==> src/rtl/sfc_pkg.sv <==
package sfc_pkg;

  typedef enum logic [3:0] {
    OP_NONE, OP_WREN, OP_WRDI, OP_RDSR, OP_WRSR,
    OP_READ, OP_PROG, OP_SERASE, OP_CERASE, OP_RDID
  } op_e;

  typedef enum logic [2:0] {
    PH_CMD, PH_ADDR, PH_DATA, PH_OUT, PH_DONE, PH_LOCK
  } phase_e;

  localparam logic [7:0] ID_FIRST  = 8'h1F;
  localparam logic [7:0] ID_SECOND = 8'h60;

  function automatic logic [2:0] req_code(op_e o);
    case (o)
      OP_WREN:   return 3'd0;
      OP_WRDI:   return 3'd1;
      OP_WRSR:   return 3'd2;
      OP_PROG:   return 3'd3;
      OP_SERASE: return 3'd4;
      OP_CERASE: return 3'd5;
      default:   return 3'd7;
    endcase
  endfunction

endpackage

==> src/rtl/sfc_sync.sv <==
module sfc_sync #(
  parameter int             N       = 4,
  parameter int             STAGES  = 2,
  parameter logic [N-1:0]   RST_VAL = '0
) (
  input  logic         clk,
  input  logic         rst_n,
  input  logic [N-1:0] d,
  output logic [N-1:0] q
);
  for (genvar gi = 0; gi < N; gi++) begin : g_bit
    logic [STAGES-1:0] chain;
    always_ff @(posedge clk or negedge rst_n) begin
      if (!rst_n) chain <= {STAGES{RST_VAL[gi]}};
      else        chain <= {chain[STAGES-2:0], d[gi]};
    end
    assign q[gi] = chain[STAGES-1];
  end
endmodule

==> src/rtl/sfc_opdecode.sv <==
module sfc_opdecode
  import sfc_pkg::*;
(
  input  logic [7:0] code,
  output op_e        op
);
  always_comb begin
    casez (code)
      8'b0000_?110: op = OP_WREN;
      8'b0000_?100: op = OP_WRDI;
      8'b0000_?101: op = OP_RDSR;
      8'b0000_?001: op = OP_WRSR;
      8'b0000_?011: op = OP_READ;
      8'b0000_?010: op = OP_PROG;
      8'b0101_?010: op = OP_SERASE;
      8'b0110_?010: op = OP_CERASE;
      8'b0001_?101: op = OP_RDID;
      default:      op = OP_NONE;
    endcase
  end
endmodule

==> src/rtl/sfc_addr.sv <==
module sfc_addr #(
  parameter int ADDR_W = 17,
  parameter int PAGE_W = 8
) (
  input  logic              clk,
  input  logic              rst_n,
  input  logic              load_en,
  input  logic [7:0]        load_byte,
  input  logic              inc_all,
  input  logic              inc_page,
  output logic [ADDR_W-1:0] addr
);
  logic [ADDR_W-1:0] addr_n;

  always_comb begin
    addr_n = addr;
    if (load_en)       addr_n = ADDR_W'({addr, load_byte});
    else if (inc_all)  addr_n = addr + 1'b1;
    else if (inc_page) addr_n = {addr[ADDR_W-1:PAGE_W], addr[PAGE_W-1:0] + 1'b1};
  end

  always_ff @(posedge clk or negedge rst_n) begin
    if (!rst_n) addr <= '0;
    else if (load_en || inc_all || inc_page) addr <= addr_n;
  end
endmodule

==> src/rtl/sflash_cmd_front.sv <==
module sflash_cmd_front
  import sfc_pkg::*;
#(
  parameter int ADDR_W      = 17,
  parameter int PAGE_W      = 8,
  parameter int SYNC_STAGES = 2
) (
  input  logic              clk,
  input  logic              rst_n,
  input  logic              sck,
  input  logic              cs_n,
  input  logic              si,
  input  logic              hold_n,
  output logic              so,
  output logic              so_oe,
  input  logic              busy,
  input  logic [7:0]        status_in,
  output logic [ADDR_W-1:0] mem_addr,
  input  logic [7:0]        mem_rdata,
  output logic              req_valid,
  output logic [2:0]        req_op,
  output logic [ADDR_W-1:0] req_addr,
  output logic              wbyte_valid,
  output logic [7:0]        wbyte,
  output logic [ADDR_W-1:0] wbyte_addr
);
  localparam int BIT_W = 3;
  localparam int ADDR_BYTES = 3;

  // reset: asynchronous assert, synchronous release
  logic [1:0] rst_pipe;
  logic       rst_i;
  always_ff @(posedge clk or negedge rst_n) begin
    if (!rst_n) rst_pipe <= '0;
    else        rst_pipe <= {rst_pipe[0], 1'b1};
  end
  assign rst_i = rst_pipe[1];

  // input synchronisers and edge detection
  logic hold_q, cs_q, sck_q, si_q, sck_d, cs_d;
  sfc_sync #(.N(4), .STAGES(SYNC_STAGES), .RST_VAL(4'b1100)) u_sync (
    .clk(clk), .rst_n(rst_i),
    .d({hold_n, cs_n, sck, si}),
    .q({hold_q, cs_q, sck_q, si_q})
  );
  always_ff @(posedge clk or negedge rst_i) begin
    if (!rst_i) begin sck_d <= 1'b0; cs_d <= 1'b1; end
    else        begin sck_d <= sck_q; cs_d <= cs_q; end
  end

  logic sck_rise, sck_fall, cs_fall, cs_rise, cs_act;
  assign sck_rise = sck_q & ~sck_d;
  assign sck_fall = ~sck_q & sck_d;
  assign cs_fall  = ~cs_q & cs_d;
  assign cs_rise  = cs_q & ~cs_d;
  assign cs_act   = ~cs_q;

  // hold is taken only while the serial clock is low
  logic hold_act;
  always_ff @(posedge clk or negedge rst_i) begin
    if (!rst_i)       hold_act <= 1'b0;
    else if (!cs_act) hold_act <= 1'b0;
    else if (!sck_q)  hold_act <= ~hold_q;
  end

  // state
  phase_e           phase, phase_n;
  op_e              op, op_n, dec_op;
  logic [BIT_W-1:0] bitcnt, bitcnt_n;
  logic [6:0]       rx, rx_n;
  logic [1:0]       abyte, abyte_n, idcnt, idcnt_n;
  logic             so_q, so_n, out_en, out_en_n, armed, armed_n;
  logic             req_v_q, req_v_n, wb_v_q, wb_v_n;
  logic [2:0]       req_op_q, req_op_n;
  logic [7:0]       wb_q, wb_n, full_byte, out_byte;
  logic [ADDR_W-1:0] addr, wb_addr_q, wb_addr_n;
  logic             a_load, a_inc, a_page;
  logic             shift_rise, byte_done, drive_fall;

  assign full_byte  = {rx, si_q};
  assign shift_rise = sck_rise & cs_act & ~hold_act & ~cs_fall & (phase != PH_LOCK);
  assign byte_done  = shift_rise & (bitcnt == 3'd7);
  assign drive_fall = sck_fall & cs_act & ~hold_act & (phase == PH_OUT);

  sfc_opdecode u_dec (.code(full_byte), .op(dec_op));

  sfc_addr #(.ADDR_W(ADDR_W), .PAGE_W(PAGE_W)) u_addr (
    .clk(clk), .rst_n(rst_i), .load_en(a_load), .load_byte(full_byte),
    .inc_all(a_inc), .inc_page(a_page), .addr(addr)
  );

  always_comb begin
    case (op)
      OP_RDSR: out_byte = status_in;
      OP_READ: out_byte = mem_rdata;
      OP_RDID: out_byte = (idcnt == 2'd0) ? ID_FIRST :
                          (idcnt == 2'd1) ? ID_SECOND : 8'h00;
      default: out_byte = 8'h00;
    endcase
  end

  always_comb begin
    phase_n = phase;   op_n = op;         bitcnt_n = bitcnt;  rx_n = rx;
    abyte_n = abyte;   idcnt_n = idcnt;   so_n = so_q;        out_en_n = out_en;
    armed_n = armed;   req_v_n = 1'b0;    req_op_n = req_op_q;
    wb_v_n = 1'b0;     wb_n = wb_q;       wb_addr_n = wb_addr_q;
    a_load = 1'b0;     a_inc = 1'b0;      a_page = 1'b0;
    if (cs_fall) begin
      phase_n = PH_CMD; bitcnt_n = '0; out_en_n = 1'b0; armed_n = 1'b0;
      abyte_n = '0;     idcnt_n = '0;
    end else if (cs_rise) begin
      req_v_n  = armed & (bitcnt == 3'd0);
      req_op_n = req_code(op);
      out_en_n = 1'b0; armed_n = 1'b0; phase_n = PH_LOCK;
    end else begin
      if (shift_rise) begin
        rx_n     = full_byte[6:0];
        bitcnt_n = bitcnt + 3'd1;
      end
      if (byte_done) begin
        case (phase)
          PH_CMD: begin
            op_n = dec_op;
            if (dec_op == OP_NONE || (busy && dec_op != OP_RDSR)) phase_n = PH_LOCK;
            else begin
              case (dec_op)
                OP_RDSR, OP_RDID:            phase_n = PH_OUT;
                OP_READ, OP_PROG, OP_SERASE: begin phase_n = PH_ADDR; abyte_n = '0; end
                OP_WRSR:                     phase_n = PH_DATA;
                default:                     begin phase_n = PH_DONE; armed_n = 1'b1; end
              endcase
            end
          end
          PH_ADDR: begin
            a_load  = 1'b1;
            abyte_n = abyte + 2'd1;
            if (abyte == 2'(ADDR_BYTES - 1)) begin
              if (op == OP_READ)      phase_n = PH_OUT;
              else if (op == OP_PROG) phase_n = PH_DATA;
              else begin phase_n = PH_DONE; armed_n = 1'b1; end
            end
          end
          PH_DATA: begin
            wb_v_n = 1'b1; wb_n = full_byte; wb_addr_n = addr; armed_n = 1'b1;
            if (op == OP_PROG) a_page = 1'b1;
            else               phase_n = PH_DONE;
          end
          PH_OUT: begin
            if (op == OP_READ) a_inc = 1'b1;
            if (op == OP_RDID && idcnt != 2'd2) idcnt_n = idcnt + 2'd1;
          end
          default: ;
        endcase
      end
      if (drive_fall) begin
        so_n     = out_byte[~bitcnt];
        out_en_n = 1'b1;
      end
    end
  end

  always_ff @(posedge clk or negedge rst_i) begin
    if (!rst_i) begin
      phase <= PH_LOCK; op <= OP_NONE; bitcnt <= '0; rx <= '0; abyte <= '0;
      idcnt <= '0; so_q <= 1'b0; out_en <= 1'b0; armed <= 1'b0;
      req_v_q <= 1'b0; req_op_q <= '0; wb_v_q <= 1'b0; wb_q <= '0; wb_addr_q <= '0;
    end else begin
      phase <= phase_n; op <= op_n; bitcnt <= bitcnt_n; rx <= rx_n; abyte <= abyte_n;
      idcnt <= idcnt_n; so_q <= so_n; out_en <= out_en_n; armed <= armed_n;
      req_v_q <= req_v_n; req_op_q <= req_op_n; wb_v_q <= wb_v_n; wb_q <= wb_n;
      wb_addr_q <= wb_addr_n;
    end
  end

  assign so          = so_q;
  assign so_oe       = out_en & cs_act & ~hold_act;
  assign mem_addr    = addr;
  assign req_valid   = req_v_q;
  assign req_op      = req_op_q;
  assign req_addr    = addr;
  assign wbyte_valid = wb_v_q;
  assign wbyte       = wb_q;
  assign wbyte_addr  = wb_addr_q;

  // assertions
  assert_req_pulse_R9: assert property (@(posedge clk) disable iff (!rst_i)
    req_valid |=> !req_valid);
  assert_req_after_release_R1: assert property (@(posedge clk) disable iff (!rst_i)
    req_valid |-> $past(cs_q));
  assert_lock_quiet_R6: assert property (@(posedge clk) disable iff (!rst_i)
    (phase == PH_LOCK) |-> !so_oe);
  assert_select_restart_R6: assert property (@(posedge clk) disable iff (!rst_i)
    cs_fall |=> (bitcnt == '0 && phase == PH_CMD));
  assert_busy_gate_R7: assert property (@(posedge clk) disable iff (!rst_i)
    (busy && byte_done && phase == PH_CMD && dec_op != OP_RDSR) |=> (phase == PH_LOCK));
  assert_hold_freeze_R8: assert property (@(posedge clk) disable iff (!rst_i)
    (hold_act && !cs_fall) |=> $stable(bitcnt));
  assert_page_keep_R11: assert property (@(posedge clk) disable iff (!rst_i)
    (phase == PH_DATA && op == OP_PROG && byte_done)
      |=> (addr[ADDR_W-1:PAGE_W] == $past(addr[ADDR_W-1:PAGE_W])));
endmodule

==> config.mk <==
export PLATFORM = sky130hd
export DESIGN_NAME = sflash_cmd_front
export DESIGN_NICKNAME = d
export VERILOG_FILES = /design/src/rtl/sfc_pkg.sv /design/src/rtl/sfc_sync.sv /design/src/rtl/sfc_opdecode.sv /design/src/rtl/sfc_addr.sv /design/src/rtl/sflash_cmd_front.sv
export SDC_FILE = /design/constraint.sdc
export NUM_CORES = 1
export LEC_CHECK = 0
export BUFFER_PORTS_ARGS = -buffer_cell sky130_fd_sc_hd__buf_2
export CAP_MARGIN = 20
export CORE_MARGIN = 3
export CORE_UTILIZATION = 41
export CTS_CLUSTER_DIAMETER = 60
export DETAILED_ROUTE_END_ITERATION = 10
export PLACE_DENSITY = 0.72
export SETUP_SLACK_MARGIN = 0.2
export SLEW_MARGIN = 25
export SYNTH_ARGS = -nofsm -noshare
export SYNTH_HDL_FRONTEND = slang
export SYNTH_HIERARCHICAL = 1
export SYNTH_SLANG_ARGS = --single-unit
export TNS_END_PERCENT = 1
==> constraint.sdc <==
create_clock -name clk -period 4.7 [get_ports clk]
set_clock_uncertainty 0.2 [all_clocks]
set_input_delay 0.47 -clock clk [delete_from_list [all_inputs] [get_ports clk]]
set_output_delay 0.47 -clock clk [all_outputs]
set_load 0.05 [all_outputs]
# Word level (Yosys, flattened, before mapping)
# Index checks and enable logic that the tools add are counted.
# classes
reduce_logical,34
n_eq_ne,43
add_sub_neg,5
n_bitwise,24
n_mux,68
n_lt_le_gt_ge,1
# op_table
cell,n
4-bit one-hot mux with 9 select lines,1
1-bit two-way mux,34
17-bit two-way mux,2
3-bit two-way mux,11
4-bit by 3-bit equality test with 1-bit output (second input constant),8
4-bit != test (second input constant),6
8-bit one-hot mux with 3 select lines,1
7-bit by 3-bit equality test with 1-bit output (second input constant),3
2-bit two-way mux,10
3-bit one-hot mux with 3 select lines,2
3-bit one-hot mux with 6 select lines,1
17-bit by 1-bit adder with 17-bit output (second input constant),1
4-bit AND reduction,4
1-bit AND,15
7-bit by 2-bit equality test with 1-bit output (second input constant),2
7-bit by 6-bit equality test with 1-bit output (second input constant),2
7-bit two-way mux,2
4-bit by 2-bit equality test with 1-bit output (second input constant),3
4-bit equality test (second input constant),3
3-bit nonzero test,4
2-bit nonzero test,5
3-bit != test (second input constant),3
8-bit by 1-bit adder with 8-bit output (second input constant),1
8-bit two-way mux,1
other kinds (31),50
# word_totals
register_bits,84
word_cells,199
output_inout_bits,66

# Depth between registers and ports, before layout
# logic_depth
ltp_word,13
ltp_mapped,14
ltp_nobuf,11

# Cells and area by module
# The synthesis kept the hierarchy.
# modules_own_cells
mod,cells_per_inst,n_inst,area_per_inst_um2
sflash_cmd_front,310,1,3270.6
sfc_addr,112,1,1017.2
sfc_sync,12,1,235.2
sfc_opdecode,21,1,166.4

# Least setup slack after synthesis
# No wires, ideal clock.
# synth_timing
path_kind,reg2reg
from,register u_sync.g_bit[2].chain[1]
to,register u_addr.addr[16]
slack_ns,1.028
n_path_buf,3
synth_period_minus_slack_ns,3.672
t_arrival_ns,3.348
setup_time_ns,0.124
stages_incl_launch_ff,14
cell_sequence,dfstp_2 buf_4 inv_1 ha_1 buf_6 nor3_4 nand4bb_1 buf_2 or2_2 nor4_1 nand4_4 nor3_2 a31oi_1 o31a_1
# synth_via
elab_chain_cells,12
word_cells_on_any_way,23
cone_classes,mux: 10; bitwise: 9; reduce/logical: 4
# synth_lines
element,line,source
start: declaration,sfc_sync.sv:12,logic [STAGES-1:0] chain;
start signal: assignment,sfc_sync.sv:14,if (!rst_n) chain <= {STAGES{RST_VAL[gi]}};
start signal: assignment,sfc_sync.sv:15,"else chain <= {chain[STAGES-2:0], d[gi]};"
1-bit NOT,"sflash_cmd_front.sv:54, sflash_cmd_front.sv:56",
1-bit AND (on tied branches),"sflash_cmd_front.sv:81, sflash_cmd_front.sv:54",
1-bit AND / 1-bit NOT (equally long branches),--,
1-bit AND (2 in series),sflash_cmd_front.sv:81,assign shift_rise = sck_rise & cs_act & ~hold_act & ~cs_fall & (phase != PH_LOCK);
1-bit AND,sflash_cmd_front.sv:82,assign byte_done = shift_rise & (bitcnt == 3'd7);
1-bit two-way mux,sflash_cmd_front.sv:120,if (byte_done) begin
1-bit two-way mux,sflash_cmd_front.sv:111,end else if (cs_rise) begin
1-bit two-way mux *,sflash_cmd_front.sv:108,if (cs_fall) begin
named net a_inc,sflash_cmd_front.sv:77,"logic a_load, a_inc, a_page;"
1-bit logical OR (2 in series),sfc_addr.sv:24,else if (load_en || inc_all || inc_page) addr <= addr_n;
2-bit AND reduction (no source line) *,--,
end signal: assignment,sfc_addr.sv:24,
end: declaration,sfc_addr.sv:11,output logic [ADDR_W-1:0] addr
# Mark *: on every way through the listed nets, which the timed path passes. The rest lies on a longest branch.
# A chain may end at the register's enable or synchronous reset.

# Worst setup path in the final report
# layout_timing
from,register u_sync.g_bit[2].chain[1]
to,register u_addr.addr[13]
# Same word-level chain as after synthesis.

==> results.yml <==
run_status:
  status: "finished clean"
route:
  route.detailed.drc: 0
  antenna_left: 0
  routed_via_density: 5.50
  routed_wirelength_mm: 10.7
  dr.pass1.iters: 6
  post_drt_wl_per_cell_um: 16.1
  drtIter0Drc: 202
  vias: 3650
synth:
  synth_edf_count: 0
  ys_seq_area_share_pct: 45.0
  synth-main-ff-cell: "dfrtp_1"
  ys_warn_count: 6
  netlist_area_um2: 4690
  yosys.area.top_type: "dfrtp_1"
  synth_nets: 488
  synth_area_leaders: "dfrtp_1 (41%), mux2_2 (8.4%), dfstp_2 (3.9%)"
  syn_area_per_cell_um2: 10.3
  yosysUniqueCellTypes: 70
  synthDominantCellAreaShare_pct: 41.1
  ys_seq_elements: 84
  synthCells: 455
  synth_async_sr_flop_share_pct: 100
floorplan:
  die_y_um: 113
  die_w_um: 113
  core_area_um2: 11000
  row_count: 38
  start_util_pct: 42.5
  io_pins: 89
  die-area_um2: 12800
setup_path:
  critPathKind: "reg2reg"
  path_max_fanout: 10
  worst_setup_path_start_kind: "flop"
  crit_required_ns: 4.72
  endpoint_kind: "flop"
  timing.reg2reg.setup_slack_ns: 0.97
  worst_ep_arrival_time_ns: 3.75
global_routing:
  grt_pass1_vias: 3632
  track_usage_pct: 17.3
  grt_max_degree: 83
  grt_pass1_wl_mm: 18.0
  antenna_found_initial: 0
  grt-ovfl-total: 0
finish:
  final_common_cell: "buf_2"
  final_nets: 552
  fillCellCount: 1033
  drive_above_1_share_pct: 33.2
  diodes: 0
  synthToLayoutAreaGrowth_pct: 15.8
  final_area_um2: 5430
  final_cell_mix: "buf_2 (88), dfrtp_1 (76), nand2_1 (40), mux2_2 (35), nor2_1 (30)"
timing:
  tightest_slew_ns: 0.818
  rsz0062_at_grt: "no"
  period_share_pct: 79.3
  drv_slew: 0
  finalHoldViolCount: 0
  fmax_mhz: 268
  slew-limit-headroom_pct: 45.5
  fin_tns_setup_ns: 0
  setup_viol: 0
  min_period_ns: 3.73
pwr:
  p_leak_nw: 2.50
  powerDensity_nw_per_um2: 382
  ir_drop_v: 0.000161
cts:
  cts_root_buf: "clkbuf_16"
  clock_sinks: 84
  cts_buffers: 9
  clk_latency_ns: 0.34
  clk_pin_slew_worst_paths_ns: 0.06
  cts_tree: "yes"
  htree_levels: 3
  clockBufferDepth: 2
  postCtsSetupRepairBufs: 0
placement:
  hpwl_mm: 7.42
  place.gp.congestion: 0.850
  portBuffers: 88
  placed_area_um2: 5070
hold_path:
  hp-class: "in2reg"
flow_run:
  cap_viol_max_count: 0
[Yosys cell counts (4+ instances only)]
cell type,number
xnor2_1,10
o21ai_0,24
a22oi_1,7
mux2i_1,5
nor2b_1,12
nand3b_1,7
buf_4,24
inv_1,15
dfstp_2,7
nor3_1,9
clkbuf_1,10
a21oi_1,16
nand3_1,12
ha_1,10
o21a_1,4
o31ai_1,4
dfrtp_1,77
nor4_1,5
mux2_2,35
nand2b_1,6
nor2_1,30
nor3b_1,7
xor2_1,5
nand2_1,40
a31oi_1,4
[per-layer routing]
| layer | wire [µm] | GRT usage (%) |
|---|---|---|
| met4 | 186 | 7.69 |
| met3 | 510 | 2.67 |
| met2 | 5070 | 27.3 |
| met1 | 4940 | 23.8 |
| met5 | 0 | 0 |
[final cells by class]
| class | instances | area, µm² | area share, % |
|---|---|---|---|
| clock buffers | 9 | 225 | 4.15 |
| clock inverters | 7 | 97.6 | 1.80 |
| inverters | 15 | 56.3 | 1.04 |
| multi-input cells | 314 | 2250 | 41.4 |
| flip-flops and latches | 84 | 2110 | 38.9 |
| well taps | 140 | 175 | 3.22 |
| repair buffers | 95 | 515 | 9.49 |
[state kept, by name (all words and copies together) (netlist names), 4 cells and up]
register,cells
u_addr/addr,17
wbyte_addr,17
rx,7
op,4
wbyte,8
u_sync/g_bit.chain,8
[what timing repair did]
action / 4_1_cts / 5_1_grt
endpoints found under the hold margin: 2 / 0
hold buffers: 1 / 0
resized for setup: 0 / 0
[where the power goes]
group	internal, W	switching [W]	leakage [nW]
Clock	0.000469	0.000295	0.158
Combinational	0.000189	0.000229	1.25
Sequential	0.000778	0.000114	1.09
[per-stage QoR]
step	hold slack, ns	power [W]	util (%)	setup slack (ns)	std cells
global route	0.0208	0.00220	49.3	0.630	664
finish	0.0291	0.00207	49.3	0.971	664
detailed placement	0.0591	0.00131	46.0	0.991	646
global placement	0.0552	0.00131	46.0	1.08	646
CTS	0.0188	0.00209	49.0	0.969	663
floorplan	-0.0256	0.00122	-	1.03	455
[final timing paths]
| check | cells after the start | to | startpoint |
|---|---|---|---|
| worst max-delay path | 11 | u_addr/addr[13] | u_sync/g_bit[2].chain[1] |
| worst min-delay path | 1 | u_sync/g_bit[3].chain[0] | hold_n |
| worst max register to register | 11 | u_addr/addr[13] | u_sync/g_bit[2].chain[1] |
| worst min register to register | 0 | wbyte_addr[0] | rst_pipe[1] |
| max in group asynchronous | 1 | u_sync/g_bit[3].chain[1] | rst_pipe[1] |
| min in group asynchronous | 0 | wbyte_addr[0] | rst_pipe[1] |
[worst max-delay path: stages (launching register included)]
cell	delay [ns]
dfstp_2	0.61
inv_1	0.07
ha_1	0.34
nor3_4	0.23
nand4bb_1	0.38
or2_2	0.43
nor4_1	0.28
buf_4	0.20
nand4_4	0.16
nor4_2	0.34
nor3b_1	0.09
a221o_1	0.28
[logic make-up after synthesis]
family	after synthesis	synth area share, %
mux	41	9.71
compound gates	84	11.8
flops	84	45.0
buf+inv	57	7.04
fa+ha+maj	10	2.67
xor+xnor	15	2.80
simple gates	163	20.9
other cells	1	0.0800
Note: power is estimated with default switching activity, not from simulation.
